$ cat src/rtl/exc_pkg.sv
package exc_pkg;
  typedef enum logic [2:0] {
    ST_IDLE    = 3'd0,
    ST_PUSH_SR = 3'd1,
    ST_PUSH_PC = 3'd2,
    ST_VEC_RD  = 3'd3,
    ST_LOAD    = 3'd4
  } exc_state_e;
endpackage

$ cat src/rtl/exc_classify.sv
module exc_classify #(
  parameter int VEC_W    = 8,
  parameter int SLOT_VEC = 6,
  parameter int GEN_VEC  = 4
) (
  input  logic             accept,
  input  logic             dec_valid,
  input  logic             dec_in_slot,
  input  logic             dec_undef,
  input  logic             dec_pc_write,
  output logic             fault,
  output logic             is_slot,
  output logic [VEC_W-1:0] vec_num
);
  localparam logic [VEC_W-1:0] SLOT_NUM = VEC_W'(SLOT_VEC);
  localparam logic [VEC_W-1:0] GEN_NUM  = VEC_W'(GEN_VEC);

  logic slot_hit;
  logic gen_hit;

  always_comb begin
    slot_hit = dec_in_slot & (dec_undef | dec_pc_write);
    gen_hit  = ~dec_in_slot & dec_undef;
    fault    = accept & dec_valid & (slot_hit | gen_hit);
    is_slot  = slot_hit;
    vec_num  = slot_hit ? SLOT_NUM : GEN_NUM;
  end
endmodule

$ cat src/rtl/exc_addr_gen.sv
module exc_addr_gen
  import exc_pkg::*;
#(
  parameter int XLEN       = 32,
  parameter int VEC_W      = 8,
  parameter int WORD_BYTES = 4
) (
  input  logic             clk,
  input  logic             rst_n,
  input  logic             capture,
  input  logic             handler_we,
  input  exc_state_e       state,
  input  logic             is_slot,
  input  logic [VEC_W-1:0] vec_num,
  input  logic [XLEN-1:0]  cur_pc,
  input  logic [XLEN-1:0]  br_target,
  input  logic [XLEN-1:0]  sr_in,
  input  logic [XLEN-1:0]  sp_in,
  input  logic [XLEN-1:0]  vbase_in,
  input  logic [XLEN-1:0]  mem_rdata,
  output logic [XLEN-1:0]  mem_addr,
  output logic [XLEN-1:0]  mem_wdata,
  output logic [XLEN-1:0]  sp_new,
  output logic [XLEN-1:0]  pc_new
);
  localparam int              SHIFT = $clog2(WORD_BYTES);
  localparam logic [XLEN-1:0] STEP1 = XLEN'(WORD_BYTES);
  localparam logic [XLEN-1:0] STEP2 = XLEN'(2 * WORD_BYTES);

  logic [XLEN-1:0] sr_q, ret_q, sp_q, vaddr_q, handler_q;
  logic [XLEN-1:0] ret_d, vaddr_d;

  always_comb begin
    ret_d   = is_slot ? br_target : cur_pc;
    vaddr_d = vbase_in + (XLEN'(vec_num) << SHIFT);
  end

  always_ff @(posedge clk or negedge rst_n) begin
    if (!rst_n) begin
      sr_q    <= '0;
      ret_q   <= '0;
      sp_q    <= '0;
      vaddr_q <= '0;
    end else if (capture) begin
      sr_q    <= sr_in;
      ret_q   <= ret_d;
      sp_q    <= sp_in;
      vaddr_q <= vaddr_d;
    end
  end

  always_ff @(posedge clk or negedge rst_n) begin
    if (!rst_n)          handler_q <= '0;
    else if (handler_we) handler_q <= mem_rdata;
  end

  always_comb begin
    mem_addr  = '0;
    mem_wdata = '0;
    unique case (state)
      ST_PUSH_SR: begin mem_addr = sp_q - STEP1; mem_wdata = sr_q;  end
      ST_PUSH_PC: begin mem_addr = sp_q - STEP2; mem_wdata = ret_q; end
      ST_VEC_RD:  mem_addr = vaddr_q;
      default: ;
    endcase
    sp_new = sp_q - STEP2;
    pc_new = handler_q;
  end
endmodule

$ cat src/rtl/exc_fsm.sv
module exc_fsm
  import exc_pkg::*;
(
  input  logic       clk,
  input  logic       rst_n,
  input  logic       fault,
  input  logic       mem_ack,
  output exc_state_e state,
  output logic       accept,
  output logic       capture,
  output logic       handler_we,
  output logic       mem_req,
  output logic       mem_we,
  output logic       busy,
  output logic       pc_load,
  output logic       sp_load
);
  exc_state_e state_q, state_d;

  always_comb begin
    state_d = state_q;
    unique case (state_q)
      ST_IDLE:    if (fault)   state_d = ST_PUSH_SR;
      ST_PUSH_SR: if (mem_ack) state_d = ST_PUSH_PC;
      ST_PUSH_PC: if (mem_ack) state_d = ST_VEC_RD;
      ST_VEC_RD:  if (mem_ack) state_d = ST_LOAD;
      ST_LOAD:                 state_d = ST_IDLE;
      default:                 state_d = ST_IDLE;
    endcase
  end

  always_ff @(posedge clk or negedge rst_n) begin
    if (!rst_n) state_q <= ST_IDLE;
    else        state_q <= state_d;
  end

  always_comb begin
    state      = state_q;
    accept     = (state_q == ST_IDLE);
    capture    = fault;
    mem_req    = (state_q == ST_PUSH_SR) || (state_q == ST_PUSH_PC) || (state_q == ST_VEC_RD);
    mem_we     = (state_q == ST_PUSH_SR) || (state_q == ST_PUSH_PC);
    handler_we = (state_q == ST_VEC_RD) && mem_ack;
    busy       = (state_q != ST_IDLE);
    pc_load    = (state_q == ST_LOAD);
    sp_load    = (state_q == ST_LOAD);
  end

  // the load strobe never lasts two cycles
  assert_single_load_R8: assert property (@(posedge clk) disable iff (!rst_n)
    pc_load |=> !pc_load);
  // busy drops only after the load cycle
  assert_busy_until_load_R9: assert property (@(posedge clk) disable iff (!rst_n)
    $fell(busy) |-> $past(pc_load));
endmodule

$ cat src/rtl/illegal_exc_seq.sv
module illegal_exc_seq
  import exc_pkg::*;
#(
  parameter int XLEN       = 32,
  parameter int VEC_W      = 8,
  parameter int SLOT_VEC   = 6,
  parameter int GEN_VEC    = 4,
  parameter int WORD_BYTES = 4
) (
  input  logic            clk,
  input  logic            rst_n,
  input  logic            dec_valid,
  input  logic            dec_in_slot,
  input  logic            dec_undef,
  input  logic            dec_pc_write,
  input  logic [XLEN-1:0] cur_pc,
  input  logic [XLEN-1:0] br_target,
  input  logic [XLEN-1:0] sr_in,
  input  logic [XLEN-1:0] sp_in,
  input  logic [XLEN-1:0] vbase_in,
  output logic            mem_req,
  output logic            mem_we,
  output logic [XLEN-1:0] mem_addr,
  output logic [XLEN-1:0] mem_wdata,
  input  logic            mem_ack,
  input  logic [XLEN-1:0] mem_rdata,
  output logic            busy,
  output logic            pc_load,
  output logic [XLEN-1:0] pc_out,
  output logic            sp_load,
  output logic [XLEN-1:0] sp_out
);
  exc_state_e       state;
  logic             accept, capture, handler_we, fault, is_slot;
  logic [VEC_W-1:0] vec_num;

  exc_classify #(.VEC_W(VEC_W), .SLOT_VEC(SLOT_VEC), .GEN_VEC(GEN_VEC)) u_cls (
    .accept(accept), .dec_valid(dec_valid), .dec_in_slot(dec_in_slot),
    .dec_undef(dec_undef), .dec_pc_write(dec_pc_write),
    .fault(fault), .is_slot(is_slot), .vec_num(vec_num)
  );

  exc_fsm u_fsm (
    .clk(clk), .rst_n(rst_n), .fault(fault), .mem_ack(mem_ack),
    .state(state), .accept(accept), .capture(capture), .handler_we(handler_we),
    .mem_req(mem_req), .mem_we(mem_we), .busy(busy),
    .pc_load(pc_load), .sp_load(sp_load)
  );

  exc_addr_gen #(.XLEN(XLEN), .VEC_W(VEC_W), .WORD_BYTES(WORD_BYTES)) u_addr (
    .clk(clk), .rst_n(rst_n), .capture(capture), .handler_we(handler_we),
    .state(state), .is_slot(is_slot), .vec_num(vec_num),
    .cur_pc(cur_pc), .br_target(br_target), .sr_in(sr_in), .sp_in(sp_in),
    .vbase_in(vbase_in), .mem_rdata(mem_rdata),
    .mem_addr(mem_addr), .mem_wdata(mem_wdata), .sp_new(sp_out), .pc_new(pc_out)
  );

  // the first access after acceptance writes the SR snapshot below SP
  assert_sr_first_R4: assert property (@(posedge clk) disable iff (!rst_n)
    $rose(busy) |-> (mem_req && mem_we && mem_addr == $past(sp_in) - XLEN'(WORD_BYTES)
                     && mem_wdata == $past(sr_in)));
  // the vector read only begins right after an acknowledged write
  assert_vec_after_push_R7: assert property (@(posedge clk) disable iff (!rst_n)
    $rose(mem_req && !mem_we) |-> $past(mem_req && mem_we && mem_ack));
  // an unacknowledged request is held unchanged
  assert_req_hold_R10: assert property (@(posedge clk) disable iff (!rst_n)
    (mem_req && !mem_ack) |=> (mem_req && $stable(mem_addr) && $stable(mem_we)
                               && $stable(mem_wdata)));
  // no request while idle
  assert_idle_quiet_R11: assert property (@(posedge clk) disable iff (!rst_n)
    !busy |-> (!mem_req && !pc_load));
endmodule

$ cat config.mk
export PLATFORM = sky130hd
export DESIGN_NAME = illegal_exc_seq
export DESIGN_NICKNAME = d
export VERILOG_FILES = /design/src/rtl/exc_pkg.sv /design/src/rtl/exc_classify.sv /design/src/rtl/exc_addr_gen.sv /design/src/rtl/exc_fsm.sv /design/src/rtl/illegal_exc_seq.sv
export SDC_FILE = /design/constraint.sdc
export NUM_CORES = 1
export LEC_CHECK = 0
export BUFFER_PORTS_ARGS = -buffer_cell sky130_fd_sc_hd__buf_2
export CAP_MARGIN = 5
export CORE_UTILIZATION = 55
export CTS_CLUSTER_DIAMETER = 40
export DETAILED_ROUTE_END_ITERATION = 6
export GPL_TIMING_DRIVEN = 1
export HOLD_SLACK_MARGIN = 0.15
export PLACE_DENSITY = 0.87
export SETUP_SLACK_MARGIN = 0.15
export SYNTH_ARGS = -nofsm -noshare
export SYNTH_HDL_FRONTEND = slang
export SYNTH_HIERARCHICAL = 1
export SYNTH_SLANG_ARGS = --single-unit
$ cat constraint.sdc
create_clock -name clk -period 4.47 [get_ports clk]
set_input_delay 0.447 -clock clk [delete_from_list [all_inputs] [get_ports clk]]
set_output_delay 0.447 -clock clk [all_outputs]
set_load 0.05 [all_outputs]
## Yosys cells after proc, flatten, opt, wreduce, memory -nomap -nowiden

Index checks and enable logic that the tools add are counted.

| word-level totals | value |
|---|---|
| register bits | 163 |
| bits in latches | 0 |
| bits in writable memories | 0 |
| ROM bits | 0 |
| input bits | 199 |
| output and inout bits | 133 |
| memories kept | 0 |

| operators by class | value |
|---|---|
| add/sub/neg operators | 3 |
| $mul | 0 |
| div/mod/pow operators | 0 |
| order comparisons | 0 |
| equal/unequal tests | 8 |
| shift operators | 0 |
| multiplexer cells | 9 |
| bitwise gates (word level) | 7 |
| reductions and logical operators | 6 |

Operator list:

| kind | number |
|---|---|
| $pmux 32 s3 | 1 |
| $pmux 32 s2 | 1 |
| $add 32x5->32 | 1 |
| $mux 32 | 1 |
| $sub 32x3->32 const B | 1 |
| $sub 32x4->32 const B | 1 |
| $mux 3 | 4 |
| $pmux 3 s4 | 1 |
| $ne 2x2->1 const B | 4 |
| $eq 3x2->1 const B | 2 |
| $and 1x1->1 | 4 |
| $reduce_and 4->1 | 1 |
| $eq 3x1->1 const B | 1 |
| $eq 3x3->1 const B | 1 |
| $logic_not 3->1 | 1 |
| $reduce_bool 3->1 | 1 |
| $logic_or 1x1->1 | 2 |
| $mux 2 | 1 |
| $or 1x1->1 | 2 |
| $logic_and 1x1->1 | 1 |
| $not 1->1 | 1 |

## Depth between registers and ports, before layout

| logic depth | value |
|---|---|
| depth after elaboration | 6 |
| gate-level depth with buffers | 10 |
| gate-level depth less buffers | 8 |

## Cells and area by module

The synthesis kept the hierarchy.

By module, submodules not included:

| module | instances | cells an instance | area an instance (um2) | sequential area each (um2) |
|---|---|---|---|---|
| exc_addr_gen | 1 | 881 | 9107.5 | 4003.8 |
| exc_fsm | 1 | 23 | 239.0 | 75.1 |
| exc_classify | 1 | 14 | 87.6 | 0.0 |

## Worst setup path before layout

OpenSTA, ideal clock, no wires.

| timing path | value |
|---|---|
| path kind | flip-flop to output port |
| start point | register u_addr.sp_q[3] |
| end point | output mem_addr[13] |
| arrival time | 3.777 ns |
| setup slack | 0.246 ns |
| cell stages (with the launch flop) | 8 |
| cells stage by stage | dfrtp_1 > inv_1 > ha_1 > nor3b_2 > nand3_1 > xnor2_1 > nor2_1 > o32ai_1 |

| on the way | value |
|---|---|
| longest elaborated chain between the ends | 2 |

RTL lines:

| element | RTL line | RTL |
|---|---|---|
| start, declared | exc_addr_gen.sv:30 | `logic [XLEN-1:0] sr_q, ret_q, sp_q, vaddr_q, handler_q;` |
| start signal, assigned | exc_addr_gen.sv:47 | `sp_q <= sp_in;` |
| $sub 32x4->32 | n/a |  |
| via sp_out[13] | illegal_exc_seq.sv:31 | `output logic [XLEN-1:0] sp_out` |
| $pmux 32 s3 | exc_addr_gen.sv:60 | `unique case (state)` |
| end, declared | illegal_exc_seq.sv:23 | `output logic [XLEN-1:0] mem_addr,` |

The timed path passes the listed nets, and every way through them passes these cells.

## Final worst setup path

| timing path | value |
|---|---|
| start point | register u_addr.sp_q[2] |
| end point | output mem_addr[24] |

| on the way | value |
|---|---|
| longest elaborated chain between the ends | 2 |

RTL lines:

| element | RTL line |
|---|---|
| $sub 32x4->32 / $sub 32x3->32 (equally long branches) | exc_addr_gen.sv:62, exc_addr_gen.sv:61 |
| $pmux 32 s3 * | exc_addr_gen.sv:60 |

Every way passes the cells marked *; elsewhere a longest branch is shown, timed or not.

==> qor.csv <==
stage;metric;value;unit
clock_tree;clock_path_buffers;2;
hold_path;min_to;u_addr/sp_q[3]$_DFFE_PN0P_;
worst_setup_path;worstPathBufferInverterCount;2;
worst_setup_path;worstReg2RegEnd;u_addr/vaddr_q[12]$_DFFE_PN0P_;
placed_design;place.port_buffers;331;
global_route;antenna_found_initial;9;
clock_tree;cts-root-buf;clkbuf_16;
run;cap_violations;0;
global_route;grt_pass1_wl;42.3;mm
hold_path;min_from;sp_in[3];
worst_setup_path;critPathLaunchType;flop;
yosys;synthSimpleGateAreaFrac;0.137;
yosys;synth_edf_count;0;
sta;post-route-period-util;0.807;
sta;skew;0.00793;ns
routing;drt-total-wl;27.0;mm
placed_design;gp_congestion;0.947;
hold_path;holdPathStages;3;
power;peakVddDrop;0.619;mV
layout;multi_input_area;0.00493;mm²
yosys;synth_seq_cells;163;
worst_setup_path;critPathKind;flop to output port;
placed_design;hpwl;20.1;mm
routing;vias;8362;
worst_setup_path;cpPeakStageDelay;0.60;ns
worst_setup_path;r2r_setup_slack;1.85;ns
clock_tree;numCtsBuffers;17;
sta;grt_setup_unrepaired;no;
global_route;grt.overflow.total;0;
worst_setup_path;cp_top_family;simple AND/OR/NAND/NOR gates;
die;rows;47;
clock_tree;tritoncts;yes;
worst_setup_path;critPathArrivalTime;3.16;ns
yosys;synth_fa_ha_area_frac;0.0154;
sta;tightestPinTransition;0.886;ns
layout;syn2layout_area_growth;24.0;%
sta;hold_violations;0;
worst_setup_path;crit_path_max_fanout;7;
sta;fmax;277;MHz
routing;drc_errors;0;
sta;maxSlewViolCount;0;
worst_setup_path;r2r_cells;8;
global_route;grt_usage;0.309;
sta;slew_headroom;0.409;
die;dieArea;0.0177;mm²
yosys;synth_compound_area_frac;0.162;
yosys;synth-xor-area-share;0.0473;
yosys;synthArstFlopShare;1.00;
power;p_leak;5.39;nW
clock_tree;clkSinkCount;163;
worst_setup_path;cp.required;4.02;ns
yosys;ys_types;84;
worst_setup_path;crit_slowest_cell;nor3b_1;
layout;drive_above_1_share;0.415;
clock_tree;clk_pin_slew;0.07;ns
routing;ant_nets;0;
routing;wire_per_inst;18.7;µm
yosys;synthMuxAreaShare;0.156;
hold_path;hp-class;input port to flop;
layout;nets;1413;
clock_tree;ctsResizeCount;0;
routing;drtIter0Drc;771;
global_route;grt_pass1_vias;8252;
sta;finalSetupTns;0;ns
layout;final_common_cell;buf_2;
clock_tree;cts_max_level;4;
layout;finish.utilization;0.703;
worst_setup_path;worstReg2RegStart;u_fsm/state[2]$_DFFE_PN0P_;
routing;firstDrtPassIters;6;
die;initial_core_util;0.567;
power;powerDensity;903;mW/mm²
die;coreArea;0.0166;mm²
die;die_x;133;µm
sta;finalCriticalPeriod;3.61;ns
yosys;synth_area;0.00943;mm²
run_status;outcome;complete, no violations;
die;dieHeight;133;µm
die;ios;332;
clock_tree;clkLatencyLatePin;0.42;ns
yosys;syn_inst;918;
worst_setup_path;crit_chain;inv_1, ha_1, nor3b_1, and3_1, a21oi_1, or4_1, o211ai_1, buf_2;
layout;mostFrequentLayoutCells;buf_2, dfrtp_1, mux2_2, nor2_1, a21oi_1;
sta;setup_viol;0;
yosys;synth_top_family_by_area;compound AO/OA/AOI/OAI gates;
yosys;syn_avg_cell_area;10.3;µm²
yosys;ys_seq_area_frac;0.432;
layout;fillers;1249;
yosys;synth_warnings;6;
routing;viasPerCell;5.79;
worst_setup_path;endpoint_kind;output port;
global_route;grt_max_degree;186;
layout;regArea;0.00408;mm²
yosys;synth_ff_type;dfrtp_1;
## metal layers
| layer | global-route usage | up-vias | wire [µm] |
|---|---|---|---|
| li1 | - | 3913 | - |
| met1 | 0.375 | 3957 | 10500 |
| met2 | 0.527 | 426 | 13400 |
| met3 | 0.0762 | 64 | 2320 |
| met4 | 0.121 | 2 | 741 |
| met5 | 0 | - | 8 |
## synth_stat cells (all sizes together), types with 7 or more instances
master | n | area [µm²]
nor3 | 13 | 85.1
a22o | 38 | 333
o21ai | 30 | 158
nand2 | 40 | 150
nand4 | 8 | 65.1
xor2 | 27 | 236
buf | 43 | 250
a31oi | 15 | 93.8
clkbuf | 36 | 136
a21oi | 66 | 334
and3 | 8 | 50.1
inv | 20 | 75.1
nand3 | 18 | 90.1
nor4 | 8 | 92.6
nor2 | 91 | 349
o211ai | 11 | 87.6
ha | 10 | 125
or4 | 9 | 78.8
or3 | 11 | 83.8
mux2i | 36 | 360
mux2 | 99 | 1110
o31ai | 7 | 52.6
dfrtp | 163 | 4080
xnor2 | 24 | 210
## flip-flops by register name, indices dropped and copies added, names as in the netlist
name,cells
u_addr/pc_new,32
u_addr/ret_q,32
u_addr/sp_q,32
u_addr/sr_q,32
u_addr/vaddr_q,32
u_fsm/state,3
## power breakdown
part           internal, mW  leakage, nW  switching, mW
Sequential             2.21         1.90          0.725
Clock                 0.793        0.262          0.628
Combinational          1.81         3.23           4.40
Total                  4.82         5.39           5.75
## cell families (layout without fill, tap and decap cells)
group	Yosys count	after routing
other cells	2	16
flops	163	163
fa+ha+maj	11	11
buf+inv	99	392
compound gates	221	221
simple gates	236	236
xor+xnor	51	51
mux	135	135
## how the worst max path moves through the flow
stage,start,endpoint,depth (start not counted)
floorplan,u_addr/sp_q[3]$_DFFE_PN0P_,mem_addr[13],7
global placement,u_addr/sp_q[2]$_DFFE_PN0P_,mem_addr[24],8
detailed placement,u_fsm/state[0]$_DFFE_PN0P_,mem_addr[24],7
CTS,u_addr/sp_q[2]$_DFFE_PN0P_,mem_addr[24],8
global route,u_addr/sp_q[2]$_DFFE_PN0P_,mem_addr[24],8
finish,u_addr/sp_q[2]$_DFFE_PN0P_,mem_addr[24],8
## worst reg2reg max path: stages (launching register included)
cell and delay [ns]:
dfrtp_1 0.61, or3_4 0.51, inv_2 0.05, nand2_1 0.07
nor2_4 0.14, buf_12 0.61, nand3_1 0.19, mux2_2 0.29
nand4_1 0.08
## what timing repair did
action                                  CTS  global route
endpoints found under the setup margin    0             0
hold endpoints to repair                  5             0
hold buffers                              1             0
buffers inserted                          0             0
## stage by stage
stage	instances	cell area, µm²	power, mW	hold slack [ns]	setup WS (ns)
2_1_floorplan	923	9450	7.63	0.151	0.246
3_3_place_gp	1403	11100	8.96	0.480	1.44
3_5_place_dp	1403	11100	9.08	0.488	1.40
4_1_cts	1436	11700	10.5	0.222	0.926
5_1_grt	1444	11700	11.0	0.236	0.602
6_report	1445	11700	10.6	0.238	0.862
## area by class of cell
| class | count | area share |
|---|---|---|
| Timing Repair Buffer | 340 | 0.149 |
| Multi-Input combinational cell | 661 | 0.422 |
| Sequential cell | 163 | 0.349 |
| Clock inverter | 12 | 0.0105 |
| Inverter | 20 | 0.00642 |
| Clock buffer | 20 | 0.0382 |
| Tap cell | 220 | 0.0235 |
| Antenna cell | 9 | 0.00193 |
Power figures use the tool's default switching activity.
